**config.mk**
```make
export PLATFORM = sky130hd
export DESIGN_NAME = hall_commutator
export DESIGN_NICKNAME = d
export VERILOG_FILES = /design/src/rtl/hcd_pkg.sv /design/src/rtl/hcd_sync.sv /design/src/rtl/hcd_step_lut.sv /design/src/rtl/hcd_fg_enc.sv /design/src/rtl/hall_commutator.sv
export SDC_FILE = /design/constraint.sdc
export NUM_CORES = 1
export LEC_CHECK = 0
export BUFFER_PORTS_ARGS = -buffer_cell sky130_fd_sc_hd__buf_2
export CAP_MARGIN = 20
export CORE_UTILIZATION = 43
export CTS_CLUSTER_SIZE = 40
export DETAILED_ROUTE_END_ITERATION = 8
export PLACE_DENSITY = 0.71
export SETUP_SLACK_MARGIN = 0.5
export SLEW_MARGIN = 20
export SYNTH_ARGS = -nofsm -noshare
export SYNTH_HDL_FRONTEND = slang
export SYNTH_SLANG_ARGS = --single-unit
```
**constraint.sdc**
```tcl
create_clock -name clk -period 1.5 [get_ports clk]
set_input_delay 0.3 -clock clk [delete_from_list [all_inputs] [get_ports clk]]
set_output_delay 0.3 -clock clk [all_outputs]
set_load 0.02 [all_outputs]
```
**src/rtl/hcd_pkg.sv**
```systemverilog
package hcd_pkg;
  localparam int PHASES = 3;
  typedef logic [PHASES-1:0] hall_t;
  typedef logic [PHASES-1:0] phase_vec_t;

  typedef struct packed {
    phase_vec_t hs_on;   // one-hot, high side conducting
    phase_vec_t ls_sel;  // one-hot, low side selected
    logic       bad;     // illegal hall code
  } step_t;
endpackage

```
**src/rtl/hcd_sync.sv**
```systemverilog
module hcd_sync #(
  parameter int W      = 4,
  parameter int STAGES = 2
) (
  input  logic         clk,
  input  logic         rst_n,
  input  logic [W-1:0] d,
  output logic [W-1:0] q
);
  logic [W-1:0] chain [STAGES];

  genvar s;
  generate
    for (s = 0; s < STAGES; s++) begin : g_stage
      if (s == 0) begin : g_first
        always_ff @(posedge clk or negedge rst_n)
          if (!rst_n) chain[s] <= '0;
          else        chain[s] <= d;
      end else begin : g_rest
        always_ff @(posedge clk or negedge rst_n)
          if (!rst_n) chain[s] <= '0;
          else        chain[s] <= chain[s-1];
      end
    end
  endgenerate

  assign q = chain[STAGES-1];
endmodule

```
**src/rtl/hcd_step_lut.sv**
```systemverilog
module hcd_step_lut
  import hcd_pkg::*;
(
  input  hall_t code,
  input  logic  rev,
  output step_t step
);
  phase_vec_t fwd_hs, fwd_ls;
  logic       bad;

  always_comb begin
    fwd_hs = '0;
    fwd_ls = '0;
    bad    = 1'b0;
    case (code)
      3'b100: begin fwd_hs = 3'b100; fwd_ls = 3'b001; end
      3'b110: begin fwd_hs = 3'b100; fwd_ls = 3'b010; end
      3'b010: begin fwd_hs = 3'b001; fwd_ls = 3'b010; end
      3'b011: begin fwd_hs = 3'b001; fwd_ls = 3'b100; end
      3'b001: begin fwd_hs = 3'b010; fwd_ls = 3'b100; end
      3'b101: begin fwd_hs = 3'b010; fwd_ls = 3'b001; end
      default: bad = 1'b1;
    endcase
  end

  // reverse = same pair of phases with roles exchanged
  assign step.hs_on  = rev ? fwd_ls : fwd_hs;
  assign step.ls_sel = rev ? fwd_hs : fwd_ls;
  assign step.bad    = bad;
endmodule

```
**src/rtl/hcd_fg_enc.sv**
```systemverilog
module hcd_fg_enc
  import hcd_pkg::*;
(
  input  hall_t code,
  input  logic  follow_h1,
  output logic  pull_low
);
  // two bits set -> low; one bit set -> released; toggles every step
  logic step_level;
  assign step_level = ~^code;
  assign pull_low   = follow_h1 ? ~code[PHASES-1] : step_level;
endmodule

```
**src/rtl/hall_commutator.sv**
```systemverilog
module hall_commutator
  import hcd_pkg::*;
#(
  parameter int SYNC_STAGES = 2
) (
  input  logic       clk,
  input  logic       rst_n,
  input  logic [2:0] hall_in,
  input  logic       dir_rev,
  input  logic       pwm_gate,
  input  logic       flt_uv,
  input  logic       flt_ot,
  input  logic       flt_lock,
  input  logic       flt_oc,
  input  logic       fg_sel,
  output logic [2:0] hs_en_n,
  output logic [2:0] ls_on,
  output logic       fg_low
);
  localparam int SW = PHASES + 1;

  logic [SW-1:0] sync_q;
  hall_t         hall_s;
  logic          rev_s;
  step_t         step;
  logic          fg_raw;
  logic          hs_kill, ls_kill;

  hcd_sync #(.W(SW), .STAGES(SYNC_STAGES)) u_sync (
    .clk  (clk),
    .rst_n(rst_n),
    .d    ({dir_rev, hall_in}),
    .q    (sync_q)
  );

  assign hall_s = sync_q[PHASES-1:0];
  assign rev_s  = sync_q[PHASES];

  hcd_step_lut u_lut (
    .code(hall_s),
    .rev (rev_s),
    .step(step)
  );

  hcd_fg_enc u_fg (
    .code     (hall_s),
    .follow_h1(fg_sel),
    .pull_low (fg_raw)
  );

  // tier 1: everything off; tier 2: low side off
  assign hs_kill = flt_uv | flt_ot | step.bad;
  assign ls_kill = hs_kill | flt_lock | flt_oc | ~pwm_gate;

  always_ff @(posedge clk or negedge rst_n) begin
    if (!rst_n) begin
      hs_en_n <= '1;
      ls_on   <= '0;
      fg_low  <= 1'b0;
    end else begin
      hs_en_n <= ~(step.hs_on & {PHASES{~hs_kill}});
      ls_on   <= step.ls_sel & {PHASES{~ls_kill}};
      fg_low  <= fg_raw & ~step.bad;
    end
  end
endmodule

```
==> summary by stage <==
Outcome
The flow ran to the end, and the final reports show no timing, DRC or antenna violations.

Final layout
In the final layout, the share of cells above drive strength 1 is 51.9%. The core occupancy in the finished layout is 66.8%. 0 antenna diodes ended up in the layout. The count of fill cells added during filler insertion is 105. After the last flow step, the layout net total stands at 96.

The final design instance area without fill is 912 µm². Relative to the synthesized area, the layout overhead comes to 37.8%.

GRT
The initial antenna violation count is 0. Global routing consumed, over all layers together, 16.4% of the routing resources. The via count of the first global-routing pass is 408. The global-route wire length before repair is 1660 µm.

The pin count of the biggest net entering global routing is 16. Summed over all layers, the global routing overflow is 0.

Die
The x dimension of the die is 41.2 µm. The floorplan die area is 1700 µm². The count of boundary I/O pins is 19.

The floorplan has 13 rows. For this configuration, the core starts out at a cell density of 48.4%. The die is 41.2 µm tall.

After floorplanning, the core was sized to cover 1370 µm².

Worst setup path
Of all nets on the critical path, the largest fanout is 3. STA classifies the critical path endpoint as a flop. The startpoint-to-endpoint class of the critical path is reg2reg.

The cell count of the worst reg-to-reg path is 5. The type of element launching the critical path is a flop. The signal arrival time at the worst endpoint is 1.56 ns.

The worst endpoint required time is 1.71 ns.

STA
Counting I/O delays and the setup requirement, the final critical path takes 1.35 ns. In the finished design, the share of the clock period the worst path needs comes to 90.0%. For the final database, setup skew stands at 0.00347 ns. Setup repair after global routing could not meet its margin everywhere.

The total count of hold-check failures in the final report was 0. The count of endpoints failing setup in the final report is 0. The achievable clock frequency is 741 MHz. The total count of max-transition violations in the final report is 0.

The worst path setup slack after routing is 0.151 ns. The relative max-transition margin is 78.1%. For the pin with the worst max-slew slack, the measured transition is 0.329 ns. The final-layout setup total negative slack is 0 ns.

Logic synthesis
The proportion of netlist area held by the largest area contributor is 45.4%. Counting flops with an async set or reset pin after synthesis yields a share of 100%. The count of cell types in the netlist is 26. The dominant cell by count in the synthesized netlist is dfrtp_1.

The synthesized netlist occupies a cell area of 662 µm². Ranked by instance count, the synthesized netlist is headed by dfrtp_1, ha_1, dfstp_2, inv_1, o21ai_0. The count of warnings emitted by yosys is 0. The average cell area after synthesis is 12.5 µm². The fraction of the yosys area taken by sequential cells is 57.3%.

By area the synthesized netlist is led by dfrtp_1, dfstp_2, ha_1, o31ai_4, mux2i_1. The most used flip-flop cell after synthesis is dfrtp_1. Summed over all instances, the cell type with the most area after synthesis is dfrtp_1. Yosys mapped a number of flops with a built-in enable equal to 0.

The net count after synthesis is 69. After synthesis the netlist holds a flip-flop and latch count of 15. The post-synthesis instance total is 53.

Clocking
CTS placed an instance of clkbuf_4 at the clock tree root. Clock-pin slew was measured on the worst setup and hold paths at 0.08 ns. The clock insertion delay at the later pin of the skew report is 0.27 ns. The number of buffers on the longest clock path is 2. The clock tree from TritonCTS is done. The number of H-tree branching levels is 1. The CTS sink count is 15.

The total clock buffers created by CTS is 3.

Place
The instance area at placement is 785 µm². Routability-driven placement finished with a final weighted congestion of 0.764. Buffers placed on the I/O ports in this run total 18.

The worst setup slack before clock tree synthesis is 0.0146 ns. After legalization and detailed placement, the total HPWL measured 743 µm.

Min path
The count of cells along the worst hold path is 1. The class of the most critical hold timing path is in2reg.

Route
The count of antenna-violating nets left after detailed routing is 0. The number of DRC violations after detailed-routing iteration 0 is 1. The total via count after detailed routing is 463. Using the TritonRoute via totals, the vias-per-cell ratio works out to 4.93. For this run, design rule violations remaining after detail routing come to 0. After detailed routing, the total wire length is 1060 µm. The length of the first detailed-routing pass in iterations is 2.

In the final routed layout, each cell accounts on average for 11.3 µm.

Flow run
The number of max-capacitance violations reported is 0.

Power
Across the VDD grid, the largest voltage drop is 626 µV. The total power density per cell area is 831 nW/µm². The leakage component of the power is 0.000418 µW.
## logic make-up (layout without fill, tap and decap cells)
kind of cell    after synthesis  after routing  synth area share (%)
simple gates                 17             17                  16.8
flops                        15             15                  57.3
fa+ha+maj                     4              4                  7.56
compound gates               10             10                  12.1
buf+inv                       5             31                  3.21
mux                           2              2                  3.02
## metrics by stage
step                      total power [µW]  hold WS, ns  cells
after floorplan                        496      0.00441     53
after global routing                   801        0.100     94
after CTS                              770        0.112     94
final                                  758        0.124     94
after detailed placement               532        0.212     85
after global placement                 529        0.208     85
## timing repair
item,CTS,global route
buffers inserted,4,0
hold buffers,1,0
resized for setup,19,0
endpoints found under the hold margin,12,0
setup endpoints to repair,14,14
pin swaps,7,2
## sequential cells by signal (all words and copies together) (netlist names)
register / count
fg_low: 1
u_sync.q: 4
hs_en_n: 3
ls_on: 3
u_sync.chain: 4
## cells in the final DEF (no fill, tap or decap), drive strengths merged, types with 3 or more instances in the layout
cell type	instances
dfstp	3
clkbuf	3
o21ai	3
inv	3
nor3	3
dfrtp	12
buf	23
nor2	3
ha	4
## power breakdown
| part | internal [µW] | switching (µW) |
|---|---|---|
| Combinational | 55.5 | 53.9 |
| Sequential | 422 | 13.6 |
| Clock | 98.8 | 114 |
## final cells by class
class / instances / area [µm²] / share of cell area (%)
clock inverters: 1 / 5.00 / 0.549
well taps: 15 / 18.8 / 2.06
multi-input cells: 33 / 292 / 32.0
clock buffers: 3 / 22.5 / 2.47
inverters: 3 / 11.3 / 1.23
repair buffers: 24 / 181 / 19.9
flip-flops and latches: 15 / 382 / 41.8
## worst max-delay path: stages, from the launching register on
cell,delay [ns]
dfrtp_2,0.43
inv_2,0.09
ha_4,0.12
and2b_1,0.18
or3_1,0.30
a21o_1,0.17
## path summary, 6_finish.rpt
check,startpoint,endpoint,slack (ns)
max,u_sync.q[0]$_DFF_PN0_,hs_en_n[0]$_DFF_PN1_,0.15
min,dir_rev,u_sync.chain[7]$_DFF_PN0_,0.12
max reg2reg,u_sync.q[0]$_DFF_PN0_,hs_en_n[0]$_DFF_PN1_,0.15
min reg2reg,u_sync.chain[7]$_DFF_PN0_,u_sync.q[3]$_DFF_PN0_,0.35
max in group asynchronous,rst_n,hs_en_n[2]$_DFF_PN1_,0.77
min in group asynchronous,rst_n,u_sync.q[3]$_DFF_PN0_,0.45
## per-layer routing
layer	wire, µm	up-vias	track usage, %
met5	0	-	0
met4	0	0	4.84
met3	81	0	10.9
met2	579	16	30.1
met1	400	214	14.2
li1	-	233	-
(Power assumes the default switching activity.)
